[config.mk]
export PLATFORM = sky130hd
export DESIGN_NAME = branch_decide
export DESIGN_NICKNAME = d
export VERILOG_FILES = /design/src/rtl/branch_decide_pkg.sv /design/src/rtl/branch_cond_eval.sv /design/src/rtl/branch_target_calc.sv /design/src/rtl/branch_decide.sv
export SDC_FILE = /design/constraint.sdc
export NUM_CORES = 1
export LEC_CHECK = 0
export BUFFER_PORTS_ARGS = -buffer_cell sky130_fd_sc_hd__buf_4
export CORE_MARGIN = 2
export CORE_UTILIZATION = 25
export CTS_BUF_LIST = sky130_fd_sc_hd__clkbuf_4 sky130_fd_sc_hd__clkbuf_8
export DETAILED_ROUTE_END_ITERATION = 8
export SKIP_CTS_REPAIR_TIMING = 1
export SLEW_MARGIN = 20
export SYNTH_ARGS = -nofsm -noshare
export SYNTH_HDL_FRONTEND = slang
export SYNTH_SLANG_ARGS = --single-unit
[constraint.sdc]
create_clock -name clk -period 3.2 [get_ports clk]
set_clock_uncertainty 0.15 [all_clocks]
set_input_delay 0.16 -clock clk [delete_from_list [all_inputs] [get_ports clk]]
set_output_delay 0.16 -clock clk [all_outputs]
set_load 0.05 [all_outputs]
[src/rtl/branch_decide_pkg.sv]
package branch_decide_pkg;
   // Condition-code bit positions the decision depends on
   localparam int unsigned CC_CARRY = 0;
   localparam int unsigned CC_OVFL  = 1;
   localparam int unsigned CC_ZERO  = 2;
   localparam int unsigned CC_NEG   = 3;

   // Selector encoding; odd codes are the complement of their even partner
   typedef enum logic [3:0] {
      SEL_ALWAYS = 4'h0, SEL_NEVER = 4'h1,
      SEL_HI     = 4'h2, SEL_LS    = 4'h3,
      SEL_CCLR   = 4'h4, SEL_CSET  = 4'h5,
      SEL_ZCLR   = 4'h6, SEL_ZSET  = 4'h7,
      SEL_VCLR   = 4'h8, SEL_VSET  = 4'h9,
      SEL_NCLR   = 4'hA, SEL_NSET  = 4'hB,
      SEL_GE     = 4'hC, SEL_LT    = 4'hD,
      SEL_GT     = 4'hE, SEL_LE    = 4'hF
   } cond_sel_e;

   typedef struct packed {
      logic neg;
      logic zero;
      logic ovfl;
      logic carry;
   } cc_flags_t;
endpackage

[src/rtl/branch_cond_eval.sv]
module branch_cond_eval
   import branch_decide_pkg::*;
#(
   parameter bit PAIR_FOLD = 1'b1   // 1: evaluate 8 bases then invert by bit 0
)(
   input  logic [3:0] sel,
   input  cc_flags_t  flg,
   output logic       take
);
   logic n_xor_v;
   assign n_xor_v = flg.neg ^ flg.ovfl;

   generate
      if (PAIR_FOLD) begin : g_fold
         logic base;
         always_comb begin
            unique case (sel[3:1])
               3'd0: base = 1'b1;
               3'd1: base = ~(flg.carry | flg.zero);
               3'd2: base = ~flg.carry;
               3'd3: base = ~flg.zero;
               3'd4: base = ~flg.ovfl;
               3'd5: base = ~flg.neg;
               3'd6: base = ~n_xor_v;
               default: base = ~(flg.zero | n_xor_v);
            endcase
         end
         assign take = base ^ sel[0];
      end else begin : g_flat
         always_comb begin
            unique case (cond_sel_e'(sel))
               SEL_ALWAYS: take = 1'b1;
               SEL_NEVER:  take = 1'b0;
               SEL_HI:     take = ~flg.carry & ~flg.zero;
               SEL_LS:     take = flg.carry | flg.zero;
               SEL_CCLR:   take = ~flg.carry;
               SEL_CSET:   take = flg.carry;
               SEL_ZCLR:   take = ~flg.zero;
               SEL_ZSET:   take = flg.zero;
               SEL_VCLR:   take = ~flg.ovfl;
               SEL_VSET:   take = flg.ovfl;
               SEL_NCLR:   take = ~flg.neg;
               SEL_NSET:   take = flg.neg;
               SEL_GE:     take = ~n_xor_v;
               SEL_LT:     take = n_xor_v;
               SEL_GT:     take = ~flg.zero & ~n_xor_v;
               default:    take = flg.zero | n_xor_v;
            endcase
         end
      end
   endgenerate
endmodule

[src/rtl/branch_target_calc.sv]
module branch_target_calc #(
   parameter int unsigned PC_W    = 16,
   parameter int unsigned SHORT_W = 8,
   parameter int unsigned LONG_W  = 16
)(
   input  logic [PC_W-1:0]   base_pc,
   input  logic [LONG_W-1:0] raw_disp,
   input  logic              use_long,
   output logic [PC_W-1:0]   target
);
   localparam int unsigned SEXT_S = PC_W - SHORT_W;

   logic [PC_W-1:0] short_ext;
   logic [PC_W-1:0] long_ext;

   assign short_ext = {{SEXT_S{raw_disp[SHORT_W-1]}}, raw_disp[SHORT_W-1:0]};

   generate
      if (LONG_W < PC_W) begin : g_long_sext
         assign long_ext = {{(PC_W-LONG_W){raw_disp[LONG_W-1]}}, raw_disp};
      end else begin : g_long_full
         assign long_ext = raw_disp[PC_W-1:0];
      end
   endgenerate

   // Modular add: carry out of the top bit is dropped
   assign target = base_pc + (use_long ? long_ext : short_ext);
endmodule

[src/rtl/branch_decide.sv]
module branch_decide
   import branch_decide_pkg::*;
#(
   parameter int unsigned PC_W      = 16,
   parameter int unsigned SHORT_W   = 8,
   parameter int unsigned LONG_W    = 16,
   parameter int unsigned CYC_W     = 4,
   parameter int unsigned SHORT_CYC = 3,
   parameter int unsigned LONG_CYC  = 5,
   parameter bit          PAIR_FOLD = 1'b1
)(
   input  logic              clk,
   input  logic              rst_n,
   input  logic [3:0]        cond_sel,
   input  logic              long_form,
   input  logic [7:0]        ccr,
   input  logic [PC_W-1:0]   pc_after,
   input  logic [LONG_W-1:0] disp,
   output logic              taken,
   output logic [PC_W-1:0]   next_pc,
   output logic [CYC_W-1:0]  cycles
);
   localparam logic [CYC_W-1:0] CYC_S = CYC_W'(SHORT_CYC);
   localparam logic [CYC_W-1:0] CYC_L = CYC_W'(LONG_CYC);

   generate
      if (SHORT_W >= PC_W || SHORT_W > LONG_W || SHORT_W < 2)
         $error("branch_decide: SHORT_W must be >=2, < PC_W and <= LONG_W");
      if (LONG_W > PC_W)
         $error("branch_decide: LONG_W must not exceed PC_W");
      if (SHORT_CYC >= (1 << CYC_W) || LONG_CYC >= (1 << CYC_W))
         $error("branch_decide: cycle costs do not fit CYC_W");
   endgenerate

   cc_flags_t       flg;
   logic            take_c;
   logic [PC_W-1:0] tgt_c;

   // Only the low nibble of the condition codes takes part
   assign flg = cc_flags_t'({ccr[CC_NEG], ccr[CC_ZERO], ccr[CC_OVFL], ccr[CC_CARRY]});

   branch_cond_eval #(.PAIR_FOLD(PAIR_FOLD)) u_cond (
      .sel  (cond_sel),
      .flg  (flg),
      .take (take_c)
   );

   branch_target_calc #(.PC_W(PC_W), .SHORT_W(SHORT_W), .LONG_W(LONG_W)) u_tgt (
      .base_pc  (pc_after),
      .raw_disp (disp),
      .use_long (long_form),
      .target   (tgt_c)
   );

   always_ff @(posedge clk) begin
      if (!rst_n) begin
         taken   <= 1'b0;
         next_pc <= '0;
         cycles  <= '0;
      end else begin
         taken   <= take_c;
         next_pc <= take_c ? tgt_c : pc_after;
         cycles  <= long_form ? CYC_L : CYC_S;
      end
   end

   // Marks cycles whose previous edge loaded the output register
   logic primed;
   always_ff @(posedge clk) begin
      if (!rst_n) primed <= 1'b0;
      else        primed <= 1'b1;
   end

   AST_RESET_CLEAR: assert property (@(posedge clk) !rst_n |=> (!taken && next_pc == '0 && cycles == '0));
   AST_NEVER_FALLS: assert property (@(posedge clk) disable iff (!rst_n)
      (primed && $past(cond_sel) == 4'h1) |-> !taken);
   AST_ALWAYS_TAKES: assert property (@(posedge clk) disable iff (!rst_n)
      (primed && $past(cond_sel) == 4'h0) |-> taken);
   AST_FALL_THROUGH: assert property (@(posedge clk) disable iff (!rst_n)
      (primed && !taken) |-> next_pc == $past(pc_after));
   AST_FIXED_COST: assert property (@(posedge clk) disable iff (!rst_n)
      primed |-> cycles == ($past(long_form) ? CYC_L : CYC_S));
   AST_PAIR_EXCLUSIVE: assert property (@(posedge clk) disable iff (!rst_n)
      (primed && $past(cond_sel) == 4'hC && $past(ccr[CC_NEG]) != $past(ccr[CC_OVFL])) |-> !taken);
endmodule

* Word level (Yosys, flattened, before mapping)
Index checks and enable logic that the tools add are counted.
** Word-level totals
- Flip-flop bits (word level) :: 21
- Word-level logic and storage cells :: 26
- Input port bits :: 47
- Output and inout port bits :: 21
** Cells by class
- Equal/unequal tests :: 6
- Bitwise logic cells :: 11
- Reduce and logical (&&, ||, !) cells :: 1
- Mux-type cells :: 4
- Add/sub/neg operators :: 1
** Operator list (count)
- 2-to-1 mux 16 bit :: 2
- adder 16 bit :: 1
- equality test 3 bit, second input constant :: 3
- inverter 1 bit :: 7
- case mux 1 bit (7 select lines) :: 1
- equality test 3 x 2 -> 1 bit, second input constant :: 2
- equality test 3 x 1 -> 1 bit, second input constant :: 1
- logical NOT 3 bit :: 1
- 2-to-1 mux 3 bit :: 1
- OR 1 bit :: 2
- bitwise XOR 1 bit :: 2

* Logic depth before layout (Yosys ltp)
Gate-level depths: netlist (run 1).
- Depth in word-level cells :: 6
- Depth in mapped cells :: 11
- Mapped depth without buffers :: 10

* Cells and area by module
From an unflattened synthesis (run 1), not the netlist that was laid out.
** Unflattened totals
- Cell total of the unflattened synthesis :: 183
- Area, all modules :: 1620.3 µm²
** By module, submodules not included
- branch_target_calc :: sequential area each 0.0 µm², instances 1, cells each 111, area each 814.5 µm²
- branch_decide :: sequential area each 400.4 µm², instances 1, cells each 60, area each 726.9 µm²
- branch_cond_eval :: sequential area each 0.0 µm², instances 1, cells each 12, area each 78.8 µm²

* Worst setup path after synthesis (run 1)
OpenSTA, ideal clock, no wires.
- Path type :: input -> register
- From :: input long_form
- To :: register next_pc[15]
- Data arrival time :: 2.167 ns
- Path slack :: 0.811 ns
- Library setup time :: 0.072 ns
- Stages on the path :: 11
- Data required time :: 2.978 ns
- Buffers on the path :: 1
- Cells stage by stage :: nand2b_1 clkbuf_1 nand2_1 ha_1 a21oi_1 o21ai_1 a31o_2 a31o_2 a41oi_2 mux2i_1 mux2i_1
** Between the ends
- Word-level cells in the longest chain between the ends :: 3
** Ends and longest elaborated chain
- start: declaration :: RTL line branch_decide.sv:15 : input logic long_form,
- 2-to-1 mux 16 bit :: RTL line branch_target_calc.sv:27 : assign target = base_pc + (use_long ? long_ext : short_ext);
- adder 16 bit :: RTL line branch_target_calc.sv:27
- 2-to-1 mux 16 bit :: RTL line branch_decide.sv:62 : next_pc <= take_c ? tgt_c : pc_after;
- end signal: assignment :: RTL line branch_decide.sv:62
- end: declaration :: RTL line branch_decide.sv:20 : output logic [PC_W-1:0] next_pc,
Every way passes these cells.
A chain may end at the register's enable or synchronous reset.

* Worst setup path in the final report (run 1)
Ends and elaborated chain as after synthesis.

==> impl_metrics.csv, run 1 <==
group,metric,value,unit
setup_path,worst_path_max_delay_cell,"ha_1",
finish,diodes,0,
pwr,peakVddDrop,0.252,mV
setup_path,critPathMaxStageDelay,0.38,ns
grt,grt_first_pass_wirelength,5640,um
timing,fin_ws,0.671,ns
route,routed_wl,3520,um
logic_synthesis,ys.flop_type,"dfxtp_1",
timing,fin_crit,2.53,ns
route,via_per_inst,4.40,
logic_synthesis,yosys_warnings,0,
finish,regArea,400,um^2
setup_path,arrival,2.57,ns
finish,area_growth,41.2,%
timing,fin_crit_sh,0.790,
setup_path,crit_fanout,11,
setup_path,start_kind,"primary input",
timing,worst_slew_pin_slew,0.887,ns
outcome,outcome,"complete, but fails checks",
pwr,p_total,1.00,mW
flow_run,drv_cap,0,
logic_synthesis,async_flop_share,0,
timing,relSlewSlack,0.406,
logic_synthesis,synth_area_per_cell,8.52,um^2
pwr,leakagePower,1.06,nW
timing,fin_hold_ws,-0.00556,ns
finish,drive_above_1_share,0.315,
logic_synthesis,syn_inst,176,
setup_path,crit_path_end_kind,"flop",
route,route.detailed.drc,0,
logic_synthesis,syn-cell-area,1500,um^2
place,hpwl,2890,um
route,drt_iter0_drc,38,
grt,grt_max_degree,17,
grt,grt_remaining_overflow,0,
floorplan,io_pins,68,
setup_path,critPathBufInv,1,
floorplan,rows,28,
floorplan,die_x,81.4,um
setup_path,crit_family,"compound AO/OA/AOI/OAI gates",
timing,tns,0,ns
timing,rsz0062_at_grt,"false",
setup_path,critPathKind,"in -> reg",
cts,cts_tree,"yes",
place,pre_cts_ws,0.453,ns
grt,grt.total_usage,0.108,
route,antenna_left,0,
finish,stdcell_count,313,
route,wl_per_cell,11.3,um
logic_synthesis,yosys_register_bits,20,
cts,ctsHtreeMaxLevel,1,
finish,multi_input_area,1040,um^2
logic_synthesis,ys_seq_area_frac,0.267,
finish,fillers,614,
logic_synthesis,synthDistinctLibCells,41,
timing,hold_viol,4,
cts,cts_made_buffers,3,
timing,slew_violations,0,
floorplan,initial_utilization,0.256,
place,place_inst,308,
timing,setup_viol,0,
floorplan,die_area,6630,um^2
pwr,p_per_area,474,nW/um^2
route,dr.pass1.iters,4,
outcome,violations,"negative hold slack",
logic_synthesis,syn_nets,239,
place,place_congestion,0.818,
timing,fmax,395,MHz
cts,cts.sinks,20,
min_path,hold_class,"in -> reg",
cts,ctsLongestPathBuffers,2,
floorplan,die_height,81.4,um
place,io_buffers,62,
grt,grt_pass1_vias,1312,
setup_path,critPathRequiredTime,3.24,ns
setup_path,crit_chain,"buf_4, nand2b_1, nand2_1, ha_1, a21oi_1, o21ai_1, a31o_2, a31o_2, a41oi_2, mux2i_1, mux2i_1",
logic_synthesis,synth-edff-count,0,
cts,root_buffer,"clkbuf_8",
route,vias,1378,
floorplan,coreArea,5850,um^2
grt,antenna_found_initial,0,
cts,clkSlewWorstSetupHoldPaths,0.07,ns
finish,layout.nets,302,
registers in the layout (all words and copies together), names as in the netlist:
| signal | cells |
|---|---|
| next_pc | 16 |
| cycles | 3 |
| taken | 1 |
cells in the mapped netlist, types with 2 or more instances:
| master | count | area, um^2 |
|---|---|---|
| nand2_1 | 23 | 86.3 |
| dfxtp_1 | 20 | 400 |
| nor2_1 | 16 | 60.1 |
| ha_1 | 15 | 188 |
| mux2i_1 | 14 | 140 |
| a21oi_1 | 11 | 55.1 |
| xnor2_1 | 8 | 70.1 |
| a21o_1 | 6 | 45.0 |
| inv_1 | 6 | 22.5 |
| nand2b_1 | 6 | 37.5 |
| and2_1 | 5 | 31.3 |
| a31oi_1 | 3 | 18.8 |
| and3_1 | 3 | 18.8 |
| clkbuf_1 | 3 | 11.3 |
| nand3_1 | 3 | 15.0 |
| o21ai_0 | 3 | 15.0 |
| xor2_1 | 3 | 26.3 |
| a31o_2 | 2 | 17.5 |
| buf_4 | 2 | 15.0 |
| nor3_1 | 2 | 10.0 |
| or3b_1 | 2 | 17.5 |
logic make-up after synthesis:
kind of cell | after synthesis | share of synthesized area
adders and majority gates | 16 | 0.139
buffers and inverters | 12 | 0.0359
and+or+nand+nor | 62 | 0.195
other | 1 | 0.00250
muxes | 14 | 0.0935
AOI/OAI and AO/OA | 39 | 0.192
DFF | 20 | 0.267
xor gates and xnor gates | 12 | 0.0751
report_power, final:
| group | leakage (nW) | internal (mW) | switching [mW] |
|---|---|---|---|
| registers | 0.167 | 0.281 | 0.00764 |
| logic | 0.856 | 0.191 | 0.273 |
| clock network | 0.0357 | 0.167 | 0.0827 |
| total | 1.06 | 0.639 | 0.364 |
worst min-delay path, cell delays in order:
cell     delay (ns)
buf_4          0.09
mux2i_1        0.05
nor2_1         0.07
per-stage QoR:
step | hold slack [ns] | utilization | area [um^2]
final | -0.00556 | 0.362 | 2120
after floorplan | 0.0377 | - | 1500
after global placement | 0.165 | 0.348 | 2030
after detailed placement | 0.167 | 0.348 | 2030
after CTS | -0.107 | 0.360 | 2110
after global routing | 0.00495 | 0.362 | 2120
routing by layer:
metal  vias up  part of all wire  wire (um)  track usage
li1        739                 -          -            -
met1       594              0.45       1570        0.133
met2        41              0.48       1680        0.189
met3         4             0.059        209       0.0121
met4         0             0.016         55       0.0458
met5         -                 0          0            0
cells in the final DEF, fill, tap and decap left out, types with 2 or more instances in the layout:
| master | n |
|---|---|
| a21o_1 | 6 |
| and3_1 | 3 |
| xnor2_1 | 8 |
| o21ai_0 | 3 |
| nand2b_1 | 6 |
| dfxtp_1 | 20 |
| and2_1 | 5 |
| ha_1 | 15 |
| nor2_1 | 16 |
| inv_1 | 6 |
| buf_4 | 63 |
| clkbuf_8 | 3 |
| nand2_1 | 23 |
| xor2_1 | 3 |
| nor3_1 | 2 |
| a31o_2 | 2 |
| a21oi_1 | 11 |
| a31oi_1 | 3 |
| or3b_1 | 2 |
| mux2i_1 | 14 |
| nand3_1 | 3 |
worst paths after layout:
path / from / endpoint / slack, ns / depth (start not counted)
setup / recovery: long_form / next_pc[15] / 0.67 / 11
hold / removal: pc_after[3] / next_pc[3] / -0.006 / 3
final cells by class:
class                           instances  share of cell area
Clock buffer                            3              0.0195
Clock inverter                          1              0.0142
Inverter                                6              0.0106
Multi-Input combinational cell        144               0.494
Sequential cell                        20               0.189
Tap cell                               75              0.0444
Timing Repair Buffer                   64               0.228
(Power assumes the default switching activity.)
==> run 2: changes to the inputs <==
--- a/config.mk
+++ b/config.mk
@@ -5,6 +5,7 @@
 export SDC_FILE = /design/constraint.sdc
 export NUM_CORES = 1
 export LEC_CHECK = 0
+export ABC_AREA = 1
 export BUFFER_PORTS_ARGS = -buffer_cell sky130_fd_sc_hd__buf_4
 export CORE_MARGIN = 2
 export CORE_UTILIZATION = 25
==> constraint.sdc (replaced) <==
create_clock -name clk -period 2.1 [get_ports clk]
set_clock_uncertainty 0.15 [all_clocks]
set_input_delay 0.105 -clock clk [delete_from_list [all_inputs] [get_ports clk]]
set_output_delay 0.105 -clock clk [all_outputs]
set_load 0.05 [all_outputs]
==> run 2 against run 1 <==
Effect of this change: final area rose by 21%; setup slack got worse by 0.29 ns; clock power rose by 62%; global-route usage rose by 1.3 points; die area rose by 23%; highest routed layer unchanged; combinational power rose by 62%; total power rose by 59%; sequential share of layout area fell by 3.3 points; sequential power rose by 52%; via count rose by 47%; the run still ends with negative hold slack left; hold slack got worse by 0.011 ns; largest power group unchanged.
==> impl_metrics.csv, run 2 <==
group,metric,value,unit
outcome,outcome,"complete, but fails checks",
outcome,violations,"negative hold slack",
route,dr.pass1.iters,4,
floorplan,initial_utilization,0.257,
finish,reg_top3,"next_pc: 16 flops, cycles: 3 flops, taken: 1 flops",
finish,largest_reg_flops,16,
route,route.detailed.drc,0,
setup_path,critPathKind,"in -> reg",
cts,root_buffer,"clkbuf_8",
timing,setup_viol,0,
floorplan,rows,31,
grt,antenna_found_initial,0,
logic_synthesis,synth_top_cell_by_area,"nand2_1",
place,pre_cts_ws,0.0945,ns
cts,cts_made_buffers,3,
cts,ctsLongestPathBuffers,2,
route,via_per_inst,4.05,
finish,post-route-util,0.353,
finish,regArea,400,um^2
grt,grt_pass1_vias,1829,
finish,multi_input_area,1210,um^2
logic_synthesis,synth_common_cells,"nand2_1, inv_1, nor2_1",
timing,fin_ws,0.377,ns
place,placed_area,2440,um^2
finish,diodes,0,
timing,rsz0062_at_grt,"false",
place,place_inst,490,
setup_path,crit_fanout,8,
finish,layout_common_cells,"nand2_1, buf_4, inv_1",
grt,grt_remaining_overflow,0,
finish,drive_above_1_share,0.185,
finish,finish.instance_area,2560,um^2
floorplan,io_pins,68,
finish,area_growth,37.3,%
place,place_congestion,0.881,
route,antenna_left,0,
logic_synthesis,synthDistinctLibCells,23,
route,drt_iter0_drc,91,
pwr,p_per_area,624,nW/um^2
logic_synthesis,async_flop_share,0,
setup_path,start_kind,"primary input",
timing,fin_hold_ws,-0.0169,ns
floorplan,die_height,90.3,um
place,io_buffers,62,
grt,grt_max_degree,21,
timing,fin_crit_sh,0.820,
logic_synthesis,synth-edff-count,0,
logic_synthesis,syn_inst,332,
finish,fillers,796,
grt,grt.total_usage,0.121,
logic_synthesis,synth_area_per_cell,5.61,um^2
flow_run,drv_cap,0,
finish,regMostFlops,"next_pc",
cts,cts_tree,"yes",
setup_path,crit_path_end_kind,"flop",
finish,stdcell_count,499,
cts,ctsHtreeMaxLevel,1,
route,routed_wl,5030,um
finish,layout.nets,464,
cts,clkSlewWorstSetupHoldPaths,0.08,ns
logic_synthesis,syn-cell-area,1860,um^2
logic_synthesis,yosysTopAreaCellShare,0.278,
floorplan,die_area,8160,um^2
logic_synthesis,yosysMostFrequentCell,"nand2_1",
floorplan,coreArea,7250,um^2
timing,tns,0,ns
timing,fmax,580,MHz
setup_path,critPathRequiredTime,2.11,ns
pwr,leakagePower,1.56,nW
route,vias,2019,
grt,grt_first_pass_wirelength,8150,um
logic_synthesis,ys.flop_type,"dfxtp_1",
logic_synthesis,yosys_warnings,0,
pwr,p_total,1.60,mW
logic_synthesis,yosys_register_bits,20,
route,wl_per_cell,10.1,um
logic_synthesis,ys_seq_area_frac,0.215,
finish,layout_commonest_cell,"nand2_1",
timing,hold_viol,7,
timing,slew_violations,0,
place,hpwl,4090,um
timing,fin_crit,1.72,ns
cts,cts.sinks,20,
min_path,hold_class,"in -> reg",
floorplan,die_x,90.3,um
setup_path,arrival,1.74,ns
logic_synthesis,syn_nets,395,
pwr,peakVddDrop,0.187,mV
logic_synthesis,netlist_top_cells_area,"nand2_1, dfxtp_1, inv_1, ha_1, nor2_1",
==> run 2: cell types whose count changed in the layout (fill, tap and decap cells not counted), sizes merged, moves of 14 or more <==
cell,delta
nor2,+23
inv,+53
nand2,+120
mux2i,-14
nand3,+18
==> run 2: cells by family after synthesis <==
family,synth area share
fa+ha+maj,0.111
buf+inv,0.136
compound gates,0.0269
flops,0.215
other cells,0.00201
simple gates,0.471
xor+xnor,0.0376
==> run 2: where the power goes <==
part           internal (mW)  leakage (nW)  switching [mW]
combinational          0.272          1.36           0.480
sequential             0.426         0.167          0.0117
clock                  0.255        0.0357           0.150
==> run 2: critical path, cell delays in order <==
cell     delay [ns]
buf_4          0.12
nand2_1        0.26
nand2_1        0.10
ha_1           0.38
nand2_1        0.11
nor2_1         0.18
and2_1         0.15
nand2_1        0.07
nand3_1        0.09
nand2_1        0.06
nor2_1         0.09
nor2_1         0.04
==> run 2: final cells by class <==
class / instances / share of cell area
clock inverters: 1 / 0.0117
well taps: 99 / 0.0484
flip-flops and latches: 20 / 0.157
multi-input cells: 248 / 0.473
inverters: 59 / 0.0866
clock buffers: 3 / 0.0161
repair buffers: 69 / 0.207
==> run 2: path summary, 6_finish.rpt <==
check / slack (ns) / depth (start not counted) / to / startpoint
worst max-delay path: 0.38 / 12 / next_pc[13] / disp[7]
worst min-delay path: -0.02 / 5 / next_pc[11] / pc_after[11]
==> run 2: layer usage <==
metal | share of wire | wire (um) | up-vias | track usage
met1 | 0.49 | 2450 | 856 | 0.160
met2 | 0.48 | 2400 | 29 | 0.211
li1 | - | - | 1130 | -
met4 | 0.011 | 53 | 0 | 0.0385
met3 | 0.027 | 134 | 4 | 0.00918
met5 | 0 | 0 | - | 0
==> run 3: changes to the inputs <==
==> constraint.sdc (replaced) <==
create_clock -name clk -period 1.8 [get_ports clk]
set_clock_uncertainty 0.15 [all_clocks]
set_input_delay 0.09 -clock clk [delete_from_list [all_inputs] [get_ports clk]]
set_output_delay 0.09 -clock clk [all_outputs]
set_load 0.05 [all_outputs]
==> run 3 against run 2 <==
Effect of this change: the flow still finishes with violations (negative hold slack); non-clock buffer count up 10; die area unchanged; global-route usage up 0.19 points; routed wire length about the same; count of clock-buffer cells in the layout unchanged; setup slack worse by 0.17 ns.
==> impl_metrics.csv, run 3 (synthesis gave the netlist of run 2 again) <==
group,metric,value,unit
place,io_buffers,62,
pwr,peakVddDrop,0.156,mV
route,antenna_left,0,
setup_path,arrival,1.60,ns
route,dr.pass1.iters,4,
floorplan,die_height,90.3,um
setup_path,crit_family,"simple AND/OR/NAND/NOR gates",
route,drt_iter0_drc,77,
pwr,leakagePower,1.60,nW
timing,fin_ws,0.210,ns
cts,clkSlewWorstSetupHoldPaths,0.08,ns
place,place_inst,500,
timing,fin_crit,1.59,ns
finish,stdcell_count,508,
setup_path,cpMostUsedCell,"nand2_1",
finish,finish.instance_area,2620,um^2
pwr,p_per_area,659,nW/um^2
finish,layout.nets,474,
finish,drive_above_1_share,0.203,
outcome,violations,"negative hold slack",
route,vias,2081,
setup_path,critPathRequiredTime,1.81,ns
grt,grt.total_usage,0.123,
timing,tns,0,ns
floorplan,io_pins,68,
floorplan,initial_utilization,0.257,
route,wl_per_cell,9.91,um
timing,fin_hold_ws,-0.0262,ns
floorplan,coreArea,7250,um^2
route,via_per_inst,4.10,
timing,slew_violations,0,
setup_path,critPathMaxStageDelay,0.34,ns
setup_path,crit_chain,"buf_4, nand2_1, buf_12, nand2_1, ha_1, nand2_1, nor2_1, and2_1, nand2_1, nand3_1, nand2_1, nor2_1, nor2_1",
cts,ctsLongestPathBuffers,2,
place,hpwl,4210,um
setup_path,start_kind,"primary input",
flow_run,drv_cap,0,
grt,grt_pass1_vias,1893,
floorplan,rows,31,
cts,cts_made_buffers,3,
min_path,hold_class,"in -> reg",
timing,fin_crit_sh,0.883,
cts,cts.sinks,20,
place,pre_cts_ws,-0.0684,ns
cts,ctsHtreeMaxLevel,1,
outcome,outcome,"complete, but fails checks",
timing,fmax,629,MHz
finish,reg_top3,"next_pc: 16 flops, cycles: 3 flops, taken: 1 flops",
finish,regMostFlops,"next_pc",
cts,cts_tree,"yes",
place,place_congestion,0.897,
floorplan,die_x,90.3,um
finish,layout_common_cells,"nand2_1, buf_4, inv_1",
setup_path,critPathKind,"in -> reg",
finish,diodes,0,
timing,setup_viol,0,
grt,antenna_found_initial,0,
grt,grt_first_pass_wirelength,8470,um
timing,hold_viol,5,
finish,largest_reg_flops,16,
finish,area_growth,40.4,%
floorplan,die_area,8160,um^2
timing,rsz0062_at_grt,"false",
grt,grt_max_degree,21,
setup_path,crit_path_end_kind,"flop",
pwr,p_total,1.72,mW
place,placed_area,2520,um^2
route,routed_wl,5040,um
route,route.detailed.drc,0,
finish,post-route-util,0.361,
grt,grt_remaining_overflow,0,
cts,root_buffer,"clkbuf_8",
setup_path,worst_path_max_delay_cell,"ha_1",
setup_path,crit_fanout,8,
setup_path,critPathBufInv,2,
finish,layout_commonest_cell,"nand2_1",
==> run 3: per-layer routing <==
layer,GRT usage,vias to the layer above,share of wire
met5,0,-,0
met4,0.0282,0,0.0071
met3,0.00918,2,0.038
met2,0.214,43,0.49
met1,0.167,894,0.46
li1,-,1142,-
==> run 3: final timing paths <==
check / startpoint / endpoint / slack [ns] / depth (start not counted)
setup / recovery: disp[7] / next_pc[13] / 0.21 / 13
hold / removal: pc_after[15] / next_pc[15] / -0.03 / 5
==> run 3: final cells by class <==
type	instances	area [um^2]
repair buffers	79	618
fillers	792	4640
flip-flops and latches	20	400
well taps	99	124
multi-input cells	248	1210
inverters	59	221
clock buffers	3	41.3
==> run 3: report_power, final <==
part           leakage (nW)  switching [mW]  total, mW  internal [mW]
registers             0.167          0.0149      0.513          0.498
clock network        0.0216           0.150      0.299          0.149
logic                  1.41           0.566      0.911          0.346
==> run 3: tightest hold or removal path, cell delays in order <==
cell     delay [ns]
buf_4          0.09
nand2_1        0.04
nand2_1        0.05
nand2_1        0.05
inv_1          0.04
